`config.mk`:
```
export PLATFORM = sky130hd
export DESIGN_NAME = cpu_presence_window
export DESIGN_NICKNAME = d
export VERILOG_FILES = /design/src/rtl/cpw_pkg.sv /design/src/rtl/cpw_bitmap.sv /design/src/rtl/cpw_plug_ctrl.sv /design/src/rtl/cpw_bus_port.sv /design/src/rtl/cpu_presence_window.sv
export SDC_FILE = /design/constraint.sdc
export NUM_CORES = 1
export LEC_CHECK = 0
export ABC_AREA = 1
export BUFFER_PORTS_ARGS = -buffer_cell sky130_fd_sc_hd__buf_4
export CORE_UTILIZATION = 50
export CTS_BUF_LIST = sky130_fd_sc_hd__clkbuf_4 sky130_fd_sc_hd__clkbuf_8
export CTS_CLUSTER_SIZE = 12
export DETAILED_ROUTE_END_ITERATION = 8
export PLACE_DENSITY = 0.72
export SYNTH_ARGS = -nofsm -noshare
export SYNTH_HDL_FRONTEND = slang
export SYNTH_HIERARCHICAL = 1
export SYNTH_SLANG_ARGS = --single-unit
export TNS_END_PERCENT = 30
```
`constraint.sdc`:
```
create_clock -name clk -period 7.15 [get_ports clk]
set_clock_uncertainty 0.2 [all_clocks]
set_input_delay 0.715 -clock clk [delete_from_list [all_inputs] [get_ports clk]]
set_output_delay 0.715 -clock clk [all_outputs]
set_load 0.1 [all_outputs]
```
`src/rtl/cpw_pkg.sv`:
```
package cpw_pkg;

    localparam int BUS_LANES = 4;
    localparam int BUS_W     = BUS_LANES * 8;

    typedef enum logic [1:0] {
        PLUG_IDLE = 2'd0,
        PLUG_SET  = 2'd1,
        PLUG_FWD  = 2'd2
    } plug_kind_e;

    typedef struct packed {
        logic             valid;
        logic [BUS_W-1:0] data;
    } rd_rsp_t;

    function automatic logic lane_active(input int unsigned lane, input logic [1:0] size);
        return lane <= int'(size);
    endfunction

    function automatic logic [7:0] lane_of(input logic [BUS_W-1:0] word, input int unsigned lane);
        return word[lane*8 +: 8];
    endfunction

endpackage

```
`src/rtl/cpw_bitmap.sv`:
```
module cpw_bitmap #(
    parameter int SLOTS = 256,
    parameter int IDX_W = $clog2(SLOTS)
) (
    input  logic             clk,
    input  logic             rst,
    input  logic [SLOTS-1:0] init_bits,
    input  logic             set_en,
    input  logic [IDX_W-1:0] set_idx,
    output logic [SLOTS-1:0] bits
);
    for (genvar b = 0; b < SLOTS; b++) begin : g_slot
        always_ff @(posedge clk) begin
            if (rst) begin
                bits[b] <= init_bits[b];
            end else if (set_en && (set_idx == IDX_W'(b))) begin
                bits[b] <= 1'b1;
            end
        end
    end
endmodule

```
`src/rtl/cpw_plug_ctrl.sv`:
```
module cpw_plug_ctrl
    import cpw_pkg::*;
#(
    parameter int SLOTS = 256,
    parameter int ID_W  = 9,
    parameter int IDX_W = $clog2(SLOTS)
) (
    input  logic             clk,
    input  logic             rst,
    input  logic             plug_valid,
    input  logic [ID_W-1:0]  plug_id,
    output logic             set_en,
    output logic [IDX_W-1:0] set_idx,
    output logic             oob_now,
    output logic             gpe_pulse,
    output logic             fwd_valid,
    output logic [ID_W-1:0]  fwd_id
);
    localparam int WIDE_W = ID_W + IDX_W + 1;

    logic [WIDE_W-1:0] id_wide;
    plug_kind_e        kind;

    always_comb begin
        id_wide = WIDE_W'(plug_id);
        kind    = PLUG_IDLE;
        if (plug_valid) begin
            kind = (id_wide < WIDE_W'(SLOTS)) ? PLUG_SET : PLUG_FWD;
        end
    end

    assign set_en  = (kind == PLUG_SET);
    assign set_idx = id_wide[IDX_W-1:0];
    assign oob_now = (kind == PLUG_FWD);

    always_ff @(posedge clk) begin
        if (rst) begin
            gpe_pulse <= 1'b0;
            fwd_valid <= 1'b0;
            fwd_id    <= '0;
        end else begin
            gpe_pulse <= (kind == PLUG_SET);
            fwd_valid <= (kind == PLUG_FWD);
            if (kind == PLUG_FWD) begin
                fwd_id <= plug_id;
            end
        end
    end
endmodule

```
`src/rtl/cpw_bus_port.sv`:
```
module cpw_bus_port
    import cpw_pkg::*;
#(
    parameter int SLOTS     = 256,
    parameter int WIN_BYTES = SLOTS / 8,
    parameter int OFS_W     = $clog2(WIN_BYTES)
) (
    input  logic             clk,
    input  logic             rst,
    input  logic [SLOTS-1:0] bits,
    input  logic             req_valid,
    input  logic             req_write,
    input  logic [OFS_W-1:0] req_addr,
    input  logic [1:0]       req_size,
    input  logic [BUS_W-1:0] req_wdata,
    input  logic             oob_now,
    output logic             rsp_valid,
    output logic [BUS_W-1:0] rsp_rdata,
    output logic             mode_flag
);
    localparam int SUM_W = OFS_W + 2;

    logic [7:0]       win_byte [WIN_BYTES];
    logic [BUS_W-1:0] rd_word;
    logic             zero_wr;
    logic             rd_go;
    rd_rsp_t          rsp_q;

    for (genvar k = 0; k < WIN_BYTES; k++) begin : g_bytes
        assign win_byte[k] = bits[k*8 +: 8];
    end

    for (genvar i = 0; i < BUS_LANES; i++) begin : g_lane
        logic [SUM_W-1:0] ofs;
        logic             hit;
        assign ofs = SUM_W'(req_addr) + SUM_W'(i);
        assign hit = lane_active(i, req_size) && (ofs < SUM_W'(WIN_BYTES));
        assign rd_word[i*8 +: 8] = hit ? win_byte[ofs[OFS_W-1:0]] : 8'h00;
    end

    assign zero_wr = req_valid && req_write && (req_addr == '0)
                     && (lane_of(req_wdata, 0) == 8'h00);
    assign rd_go   = req_valid && !req_write && !mode_flag;

    always_ff @(posedge clk) begin
        if (rst) begin
            mode_flag <= 1'b0;
            rsp_q     <= '0;
        end else begin
            mode_flag  <= mode_flag | zero_wr | oob_now;
            rsp_q.valid <= rd_go;
            rsp_q.data  <= rd_go ? rd_word : '0;
        end
    end

    assign rsp_valid = rsp_q.valid;
    assign rsp_rdata = rsp_q.data;
endmodule

```
`src/rtl/cpu_presence_window.sv`:
```
module cpu_presence_window
    import cpw_pkg::*;
#(
    parameter int SLOTS     = 256,
    parameter int ID_W      = 9,
    parameter int WIN_BYTES = SLOTS / 8,
    parameter int OFS_W     = $clog2(WIN_BYTES),
    parameter int IDX_W     = $clog2(SLOTS)
) (
    input  logic             clk,
    input  logic             rst,
    input  logic [SLOTS-1:0] init_present,
    input  logic             req_valid,
    output logic             req_ready,
    input  logic             req_write,
    input  logic [OFS_W-1:0] req_addr,
    input  logic [1:0]       req_size,
    input  logic [BUS_W-1:0] req_wdata,
    output logic             rsp_valid,
    output logic [BUS_W-1:0] rsp_rdata,
    input  logic             plug_valid,
    input  logic [ID_W-1:0]  plug_id,
    output logic             gpe_status_pulse,
    output logic             modern_plug_valid,
    output logic [ID_W-1:0]  modern_plug_id,
    output logic             legacy_off
);
    logic [SLOTS-1:0] bitmap;
    logic             set_en;
    logic [IDX_W-1:0] set_idx;
    logic             oob_now;

    assign req_ready = 1'b1;

    cpw_plug_ctrl #(.SLOTS(SLOTS), .ID_W(ID_W), .IDX_W(IDX_W)) u_plug (
        .clk       (clk),
        .rst       (rst),
        .plug_valid(plug_valid),
        .plug_id   (plug_id),
        .set_en    (set_en),
        .set_idx   (set_idx),
        .oob_now   (oob_now),
        .gpe_pulse (gpe_status_pulse),
        .fwd_valid (modern_plug_valid),
        .fwd_id    (modern_plug_id)
    );

    cpw_bitmap #(.SLOTS(SLOTS), .IDX_W(IDX_W)) u_map (
        .clk      (clk),
        .rst      (rst),
        .init_bits(init_present),
        .set_en   (set_en),
        .set_idx  (set_idx),
        .bits     (bitmap)
    );

    cpw_bus_port #(.SLOTS(SLOTS), .WIN_BYTES(WIN_BYTES), .OFS_W(OFS_W)) u_bus (
        .clk      (clk),
        .rst      (rst),
        .bits     (bitmap),
        .req_valid(req_valid),
        .req_write(req_write),
        .req_addr (req_addr),
        .req_size (req_size),
        .req_wdata(req_wdata),
        .oob_now  (oob_now),
        .rsp_valid(rsp_valid),
        .rsp_rdata(rsp_rdata),
        .mode_flag(legacy_off)
    );
endmodule

```
==> impl_metrics.toml <==
[timing]
hold_viol_final = 0
timing.final.max_slew_violations = 0
tightestPinTransition_ns = 1.32
final.setup.tns_ns = 0
fin_crit_sh_pct = 66.3
whs_ns = 0.0649
maxSlewHeadroom_pct = 12.0
period_needed_ns = 4.74
rsz0062_at_grt = "no"
finalSetupViolations = 0
fmax_ghz = 0.211

[clock_tree]
cts_sinks = 301
cts-root-buf = "clkbuf_8"
cts_tree = "done"
cts_htree_levels = 2
cts-resized-gates = 0
cts_buffers = 53
clk_latency_ns = 0.67
clk_pin_slew_ns = 0.06
postCtsSetupRepairBufs = 0
cts.path.max_buffers = 3
ctsHoldBuffers = 0

[worst_setup_path]
slowest_stage = "ha_4"
cp_max_fo = 96
crit_family = "buffers and inverters"
crit_chain = "buf_6, inv_6, ha_4, clkinv_2, buf_4, nand3_1, nand3_1, nand3_1, nand2_1, nand2_1, nand2_1, nor2_1"
endpoint_kind = "register"
worstSetupPathType = "in -> reg"
required_ns = 7.49
worst_setup_path_start_kind = "primary input"
cp.depth = 12
ff2ff_path_depth = 6
crit_buf_inv = 4
cp_data_arrival_time_ns = 5.08
crit_path_max_incr_delay_ns = 0.83

[global_routing]
grt_pass1_vias = 21900
grt.total_usage_pct = 42.4
grt_pass1_wl_um = 136000
antenna_found_initial = 11
grt_max_degree = 230
grt-ovfl-total = 0

[finish]
drive_above_1_share_pct = 23.4
layout_commonest_cell = "nand3_1"
antenna_cells = 0
layout_common_cells = "nand3_1 (1009), nand2_1 (820), buf_4 (352)"
fillers = 3843
area_growth_pct = 16.4
nets = 3451

[synth]
synthDistinctLibCells = 31
ys_warn_count = 6
synth_area_leaders = "edfxtp_1 (36%), nand3_1 (24%), nand2_1 (15%)"
synth_seq_area_share_pct = 40.5
async_reset_ff_share_pct = 0
synth_nets = 3290
syn_inst = 2976
synth_top_area_share_pct = 36.3
netlist_area_sq_um = 21200
synth_top_flop_cell = "edfxtp_1"
ys_seq_elements = 301
postSynthAreaPerCell_sq_um = 7.12
synth_largest_area_cell = "edfxtp_1"
synth_enable_flop_cells = 256

[route]
ant_nets = 0
met1_length_um = 36200
met2_length_um = 38100
route.detailed.drc = 0
viasPerCell = 6.39
first_pass_iters = 8
wl_um = 93600
top_layer_used = "met5"
drtIter0Drc = 3788
vias = 23800
wl_met3_um = 15200
wl_per_cell_um = 25.2

[floorplanning]
die_area_sq_um = 43200
coreArea_sq_um = 41900
initial_core_util_pct = 50.6
die_width_um = 208
num_rows = 75
die_h_um = 208
io_pins = 355

[power_and_ir_drop]
peakVddDrop_uv = 121
power_leakage_nw = 10.5
p_per_area_nw_per_um2 = 213

[worst_hold_path]
hold_depth = 2
hold_path.class = "in -> reg"

[flow_run]
maxCapViolCount = 0

[place]
portBuffers = 329
place_congestion = 0.982
dp_hpwl_um = 66400

[status]
outcome = "finished, final reports clean"
## metrics by stage
step / total power [mW] / util [%] / setup slack (ns) / std cells / cell area (sq um)
after global placement: 3.40 / 56.1 / 2.07 / 3621 / 23500
after global routing: 5.41 / 58.9 / 2.32 / 3720 / 24700
after detailed placement: 3.43 / 56.1 / 2.02 / 3621 / 23500
after floorplan: 2.95 / - / 4.26 / 2976 / 21200
after CTS: 5.20 / 58.9 / 2.73 / 3720 / 24700
final: 5.26 / 58.9 / 2.41 / 3720 / 24700
## synthesized netlist by cell type, types with 3 or more instances
cell,instances
nor2_1,82
buf_2,122
or2_2,256
buf_4,24
buf_6,3
nand3_1,1009
ha_1,5
inv_2,7
edfxtp_1,256
xor2_1,3
inv_1,44
a21oi_1,34
o21ai_0,136
nor2_2,9
dfxtp_1,45
nand3b_1,3
nand2_1,820
clkbuf_1,84
buf_1,15
o21ai_1,3
xor2_2,3
## routing by layer
metal	vias to the layer above	track usage, %
met1	11000	59.5
met5	-	0
met3	281	13.7
li1	10500	-
met4	14	17.3
met2	1951	60.0
## power breakdown
| group | switching (mW) | internal [mW] | leakage [nW] | total (mW) |
|---|---|---|---|---|
| logic | 0.871 | 0.420 | 6.98 | 1.29 |
| clock network | 0.796 | 1.01 | 0.618 | 1.81 |
| registers | 0.112 | 2.05 | 2.91 | 2.16 |
| total | 1.78 | 3.48 | 10.5 | 5.26 |
## flip-flops by register name (all words and copies together), names as in the netlist
register / cells
u_plug/gpe_pulse: 1
u_map/bits: 256
u_bus/rsp_valid: 1
u_bus/mode_flag: 1
u_plug/fwd_id: 9
u_plug/fwd_valid: 1
u_bus/rsp_rdata: 32
## path summary, 6_finish.rpt
check / start / endpoint / slack, ns
worst min-delay path: plug_id[8] / u_plug/gpe_pulse / 0.06
worst max-delay path: req_addr[0] / u_bus/rsp_rdata[13] / 2.41
worst max register to register: u_bus/mode_flag / u_bus/rsp_rdata[22] / 4.56
worst min register to register: u_plug/fwd_id[3] / u_plug/fwd_id[3] / 0.32
## layout make-up
| type | count | area [sq um] | share of cell area (%) |
|---|---|---|---|
| Multi-Input combinational cell | 2375 | 11300 | 45.9 |
| Timing Repair Buffer | 354 | 2670 | 10.8 |
| Sequential cell | 301 | 8590 | 34.8 |
| Clock buffer | 73 | 948 | 3.84 |
| Clock inverter | 26 | 241 | 0.979 |
| Inverter | 52 | 210 | 0.852 |
| Tap cell | 539 | 674 | 2.73 |
## logic make-up after synthesis
group	Yosys count	synth area share [%]
other	1	0.0177
and+or+nand+nor	2188	48.1
DFF	301	40.5
xor gates and xnor gates	8	0.437
buffers and inverters	300	6.56
adders and majority gates	5	0.295
AOI/OAI and AO/OA	173	4.08
Power figures use the tool's default switching activity.
